===== src/rtl/imp_ptr_pkg.sv =====
package imp_ptr_pkg;
    localparam int PTR_W  = 6;
    localparam int DATA_W = 8;
    localparam int FILL_W = DATA_W - PTR_W;

    typedef struct packed {
        logic [PTR_W-1:0] ptr;
    } ptr_state_t;
endpackage


===== src/rtl/imp_ptr_reg.sv =====
module imp_ptr_reg
    import imp_ptr_pkg::*;
(
    input  logic             clk,
    input  logic             rst_n,
    input  logic             wr_en,
    input  logic [PTR_W-1:0] wr_val,
    input  logic             inc_en,
    output logic [PTR_W-1:0] ptr_q
);
    ptr_state_t state_d, state_q;

    always_comb begin
        state_d = state_q;
        if (wr_en) begin
            state_d.ptr = wr_val;
        end else if (inc_en) begin
            state_d.ptr = state_q.ptr + 1'b1;
        end
    end

    always_ff @(posedge clk or negedge rst_n) begin
        if (!rst_n) begin
            state_q <= '0;
        end else begin
            state_q <= state_d;
        end
    end

    assign ptr_q = state_q.ptr;

    AST_WRITE_WINS: assert property (@(posedge clk) disable iff (!rst_n)
        wr_en |=> (state_q.ptr == $past(wr_val)));
    AST_STEP_ONE: assert property (@(posedge clk) disable iff (!rst_n)
        (inc_en && !wr_en && state_q.ptr != '1) |=> (state_q.ptr == $past(state_q.ptr) + 1'b1));
    AST_WRAP_ZERO: assert property (@(posedge clk) disable iff (!rst_n)
        (inc_en && !wr_en && state_q.ptr == '1) |=> (state_q.ptr == '0));
    AST_IDLE_HOLD: assert property (@(posedge clk) disable iff (!rst_n)
        (!inc_en && !wr_en) |=> $stable(state_q.ptr));
endmodule


===== src/rtl/imp_addr_decode.sv =====
module imp_addr_decode
    import imp_ptr_pkg::*;
#(
    parameter int HOLE_LO = 7,
    parameter int HOLE_HI = 14
) (
    input  logic [PTR_W-1:0] addr,
    output logic             valid
);
    localparam logic [PTR_W-1:0] LO_A = PTR_W'(HOLE_LO);
    localparam logic [PTR_W-1:0] HI_A = PTR_W'(HOLE_HI);

    generate
        if (HOLE_LO > HOLE_HI) begin : g_no_hole
            assign valid = 1'b1;
        end else begin : g_hole
            logic in_hole;
            always_comb begin
                in_hole = (addr >= LO_A) && (addr <= HI_A);
                valid   = !in_hole;
            end
        end
    endgenerate
endmodule


===== src/rtl/imp_top_detect.sv =====
module imp_top_detect
    import imp_ptr_pkg::*;
(
    input  logic [PTR_W-1:0] addr,
    output logic             at_top
);
    assign at_top = &addr;
endmodule


===== src/rtl/imp_pointer.sv =====
module imp_pointer
    import imp_ptr_pkg::*;
#(
    parameter int HOLE_LO = 7,
    parameter int HOLE_HI = 14
) (
    input  logic              clk,
    input  logic              rst_n,
    input  logic              cpu_wr_en,
    input  logic [DATA_W-1:0] cpu_wr_data,
    output logic [DATA_W-1:0] cpu_rd_data,
    input  logic              step_en,
    input  logic [DATA_W-1:0] file_rdata,
    output logic [DATA_W-1:0] ind_rdata,
    output logic [PTR_W-1:0]  tgt_addr,
    output logic              tgt_valid,
    output logic              zero_set_req
);
    logic [PTR_W-1:0] ptr_q;
    logic             valid_c;
    logic             top_c;

    imp_ptr_reg i_reg (
        .clk    (clk),
        .rst_n  (rst_n),
        .wr_en  (cpu_wr_en),
        .wr_val (cpu_wr_data[PTR_W-1:0]),
        .inc_en (step_en),
        .ptr_q  (ptr_q)
    );

    imp_addr_decode #(.HOLE_LO(HOLE_LO), .HOLE_HI(HOLE_HI)) i_dec (
        .addr  (ptr_q),
        .valid (valid_c)
    );

    imp_top_detect i_top (
        .addr   (ptr_q),
        .at_top (top_c)
    );

    always_comb begin
        cpu_rd_data  = {{FILL_W{1'b1}}, ptr_q};
        ind_rdata    = valid_c ? file_rdata : '0;
        tgt_addr     = ptr_q;
        tgt_valid    = valid_c;
        zero_set_req = top_c;
    end

    AST_UPPER_ONES: assert property (@(posedge clk) disable iff (!rst_n)
        cpu_rd_data[DATA_W-1:PTR_W] == '1);
    AST_ZREQ_AT_TOP: assert property (@(posedge clk) disable iff (!rst_n)
        zero_set_req == (tgt_addr == '1));
    AST_HOLE_READ_ZERO: assert property (@(posedge clk) disable iff (!rst_n)
        !tgt_valid |-> (ind_rdata == '0));
    AST_VALID_PASS: assert property (@(posedge clk) disable iff (!rst_n)
        tgt_valid |-> (ind_rdata == file_rdata));
    AST_TOP_IS_VALID: assert property (@(posedge clk) disable iff (!rst_n)
        zero_set_req |-> tgt_valid);
endmodule


===== config.mk =====
export PLATFORM = sky130hd
export DESIGN_NAME = imp_pointer
export DESIGN_NICKNAME = d
export VERILOG_FILES = /design/src/rtl/imp_ptr_pkg.sv /design/src/rtl/imp_ptr_reg.sv /design/src/rtl/imp_addr_decode.sv /design/src/rtl/imp_top_detect.sv /design/src/rtl/imp_pointer.sv
export SDC_FILE = /design/constraint.sdc
export NUM_CORES = 1
export LEC_CHECK = 0
export BUFFER_PORTS_ARGS = -buffer_cell sky130_fd_sc_hd__buf_4
export CORE_UTILIZATION = 36
export DETAILED_ROUTE_END_ITERATION = 16
export PLACE_DENSITY_LB_ADDON = 0.12
export REMOVE_ABC_BUFFERS = 1
export SLEW_MARGIN = 20
export SYNTH_ARGS = -nofsm -noshare
export SYNTH_HDL_FRONTEND = slang
export SYNTH_SLANG_ARGS = --single-unit

===== constraint.sdc =====
create_clock -name clk -period 2.12 [get_ports clk]
set_input_delay 0.424 -clock clk [delete_from_list [all_inputs] [get_ports clk]]
set_output_delay 0.424 -clock clk [all_outputs]
set_load 0.005 [all_outputs]

==> results of run 1 <==
[metrics by stage]
stage | total power, mW | hold WS (ns) | instance area (µm²) | TNS (ns) | worst slack, ns
2_1_floorplan | 0.214 | 0.128 | 433 | 0 | 0.117
3_3_place_gp | 0.333 | 0.237 | 782 | 0 | 0.0447
3_5_place_dp | 0.338 | 0.237 | 782 | -0.00142 | -0.00142
4_1_cts | 0.466 | 0.373 | 845 | -1.10 | -0.141
5_1_grt | 0.516 | 0.376 | 876 | -1.66 | -0.197
6_report | 0.475 | 0.376 | 876 | -0.794 | -0.0936
[power breakdown]
part           leakage [nW]  switching (mW)  internal, mW
sequential           0.0725          0.0176         0.128
combinational         0.363          0.0817         0.140
clock                0.0138          0.0442        0.0642
total                 0.449           0.143         0.332
[metal layers]
metal | part of all wire, % | vias up
met5 | 0 | -
met4 | 0.34 | 0
met3 | 9.3 | 2
met2 | 52 | 37
met1 | 38 | 246
li1 | - | 286
[cell families (layout without fill, tap and decap cells)]
logic type | count (synthesis) | count (layout) | synth area share, %
simple gates | 28 | 29 | 33.7
buf+inv | 12 | 53 | 16.3
compound gates | 8 | 8 | 7.88
flops | 6 | 6 | 29.6
xor+xnor | 4 | 4 | 6.90
fa+ha+maj | 2 | 2 | 4.93
other cells | 1 | 2 | 0.738
[worst paths after layout]
kind | to | slack (ns) | depth (start not counted)
worst max-delay path | ind_rdata[5] | -0.09 | 6
worst min-delay path | i_reg.ptr_q[4] | 0.38 | 3
worst max register to register | i_reg.ptr_q[4] | 0.84 | 6
worst min register to register | i_reg.ptr_q[5] | 0.69 | 3
max in group asynchronous | i_reg.ptr_q[2] | 1.47 | 2
min in group asynchronous | i_reg.ptr_q[5] | 0.53 | 2
[worst max-delay path: cells and delay by family, from the launching register on]
family / cells / cell delay [ns]
buffers and inverters: 2 / 0.27
and+or+nand+nor: 2 / 0.69
adders and majority gates: 1 / 0.13
DFF: 1 / 0.39
AOI/OAI and AO/OA: 1 / 0.06
[layout make-up]
type | instances | area [µm²] | area share, %
Timing Repair Buffer | 49 | 370 | 42.3
Multi-Input combinational cell | 45 | 310 | 35.4
Sequential cell | 6 | 150 | 17.1
Clock buffer | 3 | 22.5 | 2.57
Tap cell | 15 | 18.8 | 2.14
Inverter | 1 | 3.75 | 0.429
[synthesized netlist by cell type]
library cell,count,area share (%)
xor2_1,3,5.2
or4_1,2,3.0
nor2_1,1,0.74
nand3_1,4,3.9
clkbuf_1,2,1.5
a21oi_1,1,0.98
xnor2_1,1,1.7
dfrtp_1,6,30
inv_1,1,0.74
and4b_1,1,2.0
nor2b_1,1,1.2
o21ai_0,7,6.9
buf_4,8,12
ha_1,2,4.9
conb_1,1,0.74
nand4_1,2,2.5
buf_6,1,2.2
and2_4,8,14
nand2_1,9,6.6
[cell usage in the layout, fill, tap and decap left out, types with 2 or more instances in the layout]
cell,count
buf_4,48
nand3_1,4
nand4_1,2
xor2_1,3
clkbuf_4,3
dfrtp_1,6
conb_1,2
o21ai_0,7
nand2_1,9
and2_4,8
or4_4,2
[timing repair]
action / in CTS / in global routing
hold buffers: 1 / 0
setup buffers: 2 / 2
gates resized for setup: 2 / 3
pin swaps: 7 / 1
endpoints found under the hold margin: 6 / 0
cloned: 1 / 0
setup endpoints to repair: 9 / 9
==> flow_metrics.tcl, run 1 <==
set metrics [dict create \
    grt.busiest_layer "met2" \
    run_status "finished, violations left" \
    start_util_pct 39.0 \
    pin_count 44 \
    cts.sinks 6 \
    synth_seq_area_share_pct 29.6 \
    startpoint "i_reg.ptr_q[1]" \
    hold_violations 0 \
    period_share_pct 104 \
    drc 0 \
    overflow 0 \
    cp_cell_sequence "buf_4 -> ha_4 -> a21oi_2 -> or4_4 -> and2_4 -> buf_4" \
    synth.cell_area_um2 508 \
    clockBufferDepth 2 \
    critPathMaxStageDelay_ns 0.53 \
    postRouteAntennaNets 0 \
    wl_per_cell_um 12.4 \
    grt.met3_usage_pct 8.52 \
    grt_antenna_before_repair 0 \
    largest_reg_flops 6 \
    die_h_um 39.6 \
    cap_viol_max_count 0 \
    num_vias 571 \
    clock_latency_ns 0.25 \
    setup_slack_ns -0.0936 \
    fp-row-count 13 \
    slowest_stage "or4_4" \
    drtIter0Drc 9 \
    die_x_um 39.6 \
    grt_pass1_wl_um 2050 \
    cts_root_buf "clkbuf_4" \
    required_ns 1.70 \
    grtUsageMet2_pct 38.1 \
    grt_pass1_vias 448 \
    dieArea_um2 1570 \
    grt_use_met1_pct 21.9 \
    violations "setup timing" \
    critPathArrivalTime_ns 1.79 \
    grt_max_degree 14 \
    p_leak_nw 0.449 \
    io_buffers 39 \
    endpoint_kind "output pin" \
    ys_types 19 \
    drv_slew 0 \
    nFillCells 119 \
    skew_ns 0.00609 \
    max_clock_freq_mhz 452 \
    syn_inst 61 \
    crit_fanout 5 \
    fin_util_pct 67.3 \
    area_delta_synth_final_pct 72.4 \
    cts_made_buffers 3 \
    yosysWarnings 0 \
    crit_path_start_kind "register" \
    rsz0062_at_grt "yes" \
    gp_congestion 0.727 \
    critPathKind "reg2out" \
    nets 128 \
    synth-seq-cells 6 \
    syn_area_per_cell_um2 8.33 \
    cts_max_level 1 \
    min_from "cpu_wr_data[4]" \
    hold_class "in2reg" \
    power_density_nw_per_um2 543 \
    layoutNonFillerInstCount 119 \
    dp.cells 110 \
    drive_above_1_share_pct 60.6 \
    core_area_um2 1300 \
    first_pass_iters 4 \
    r2r_start "i_reg.ptr_q[1]" \
    min_period_ns 2.21 \
    vias_per_cell 4.80 \
    clk_pin_slew_ns 0.05 \
    totalWireLength_um 1470 \
    grt_use_total_pct 20.6 \
    cts_tree "built" \
    vdd_drop_max_mv 0.352 \
    cp_common_cell "buf_4" \
    diodes 0 \
    setup_viol_count_final 9 \
]
Power figures use the tool's default switching activity.
==> inputs of run 2 (changes only) <==
--- a/config.mk
+++ b/config.mk
@@ -5,10 +5,12 @@
 export SDC_FILE = /design/constraint.sdc
 export NUM_CORES = 1
 export LEC_CHECK = 0
-export BUFFER_PORTS_ARGS = -buffer_cell sky130_fd_sc_hd__buf_4
-export CORE_UTILIZATION = 36
+export CORE_AREA = 2 2 39 41
 export DETAILED_ROUTE_END_ITERATION = 16
+export DIE_AREA = 0 0 41 43
+export DONT_BUFFER_PORTS = 1
 export PLACE_DENSITY_LB_ADDON = 0.12
+export RECOVER_POWER = 25
 export REMOVE_ABC_BUFFERS = 1
 export SLEW_MARGIN = 20
 export SYNTH_ARGS = -nofsm -noshare
==> flow_metrics.tcl, run 2 (synthesis results as in run 1) <==
set metrics [dict create \
    run_status "complete, no violations" \
    reg2reg_to "i_reg.ptr_q[5]" \
    drive_above_1_share_pct 33.3 \
    hold_class "in2reg" \
    p_comb_share_pct 32.4 \
    first_pass_iters 3 \
    regToRegSetupSlack_ns 0.92 \
    period_share_pct 99.7 \
    critPathArrivalTime_ns 1.69 \
    overflow 0 \
    totalWireLength_um 1070 \
    layoutNonFillerInstCount 79 \
    rsz0062_at_grt "yes" \
    start_util_pct 36.7 \
    dpl.hpwl_um 805 \
    clk_pin_slew_ns 0.05 \
    clock_latency_ns 0.25 \
    reg2reg_depth 4 \
    setup_viol_count_final 0 \
    drc 0 \
    whs_ns 0.279 \
    area_delta_synth_final_pct 10.1 \
    cts_root_buf "clkbuf_4" \
    grt_pass1_vias 308 \
    nets 87 \
    dp.cells 73 \
    power_frac_clock_pct 29.1 \
    max_clock_freq_mhz 473 \
    r2r_start "i_reg.ptr_q[4]" \
    seqPwrFrac_pct 38.5 \
    vdd_drop_max_mv 0.353 \
    setup_slack_ns 0.00735 \
    skew_ns 0.00498 \
    io_buffers 0 \
    diodes 0 \
    die_x_um 41 \
    endpoint_kind "output pin" \
    cts_tree "built" \
    fp-row-count 14 \
    total_power_mw 0.370 \
    layout_common_cells "nand2_1, and2_4, o21ai_0, dfrtp_1, buf_4" \
    gp_congestion 0.707 \
    dieArea_um2 1760 \
    cts_made_buffers 3 \
    grt_pass1_wl_um 1380 \
    placed_area_um2 498 \
    hold_violations 0 \
    dp_slack_ns 0.133 \
    cts_max_level 1 \
    p_int_mw 0.257 \
    wl_per_cell_um 13.6 \
    crit_fanout 5 \
    drv_slew 0 \
    cap_viol_max_count 0 \
    drtIter0Drc 5 \
    p_sw_share_pct 30.5 \
    startpoint "i_reg.ptr_q[0]" \
    grt_antenna_before_repair 0 \
    final_common_cell "nand2_1" \
    core_area_um2 1380 \
    required_ns 1.70 \
    p_sw_mw 0.113 \
    clockBufferDepth 2 \
    stdcell_area_um2 559 \
    power_density_nw_per_um2 661 \
    die_h_um 43 \
    postRouteAntennaNets 0 \
    cts.sinks 6 \
    holdPathEnd "i_reg.ptr_q[2]" \
    hold_path_depth 1 \
    grt_use_total_pct 12.2 \
    pin_count 44 \
    min_period_ns 2.11 \
    min_from "cpu_wr_en" \
    num_vias 406 \
    largest_reg_flops 6 \
    grt_max_degree 14 \
    vias_per_cell 5.14 \
    critPathKind "reg2out" \
    crit_path_start_kind "register" \
    p_leak_nw 0.249 \
]
-- run 2: changes by cell type in the layout (fill, tap and decap cells not counted) --
cell	delta
buf_4	-42
a21oi_1	+1
a21oi_2	-1
buf_6	+1
ha_2	+1
ha_4	-1
-- run 2: what timing repair did --
| item | CTS | global route |
|---|---|---|
| hold buffers | 1 | 0 |
| buffers inserted | 0 | 1 |
| setup endpoints to repair | 9 | 9 |
| endpoints found under the hold margin | 6 | 0 |
| pin swaps | 3 | 0 |
| resized for setup | 1 | 3 |
| cloned | 0 | 1 |
-- run 2: critical path: stages, from the launching register on --
cell and delay, ns:
dfrtp_1 0.40, inv_1 0.07, ha_1 0.13, and4b_1 0.20, or4_4 0.46, and2_4 0.19
-- run 2: metrics by stage --
stage	utilization [%]	TNS, ns
2_1_floorplan	-	0
3_3_place_gp	36.0	0
3_5_place_dp	36.0	0
4_1_cts	38.6	-0.0670
5_1_grt	40.4	-0.434
6_report	40.4	0
-- run 2: cell type report --
cell class                      instances  area, µm²
Clock buffer                            3       22.5
Fill cell                             157        825
Inverter                                1       3.75
Multi-Input combinational cell         45        297
Sequential cell                         6        150
Tap cell                               16       20.0
Timing Repair Buffer                    8       66.3
-- run 2: worst max-delay path by stage --
stage                     slack [ns]           end  depth (start not counted)
after floorplan                 0.12  ind_rdata[0]                          4
after global placement          0.15  ind_rdata[2]                          4
after detailed placement        0.13  ind_rdata[5]                          5
after CTS                      -0.01  ind_rdata[5]                          5
after global routing           -0.07  ind_rdata[0]                          5
final                          0.007  ind_rdata[5]                          5
-- run 2: metal layers --
metal | global-route usage [%] | up-vias | wire length (µm) | share of wire (%)
met5 | 0 | - | 0 | 0
met3 | 12.6 | 0 | 153 | 14
met2 | 16.3 | 25 | 530 | 49
li1 | - | 199 | - | -
met4 | 4.00 | 0 | 0 | 0
met1 | 12.7 | 182 | 390 | 36
-- run 2: power by group through the flow --
stage	combinational, mW	sequential, mW	clock (mW)
after floorplan	0.0604	0.154	0
after global placement	0.104	0.143	0
after detailed placement	0.106	0.143	0
after CTS	0.112	0.142	0.113
after global routing	0.135	0.145	0.121
final	0.120	0.142	0.108
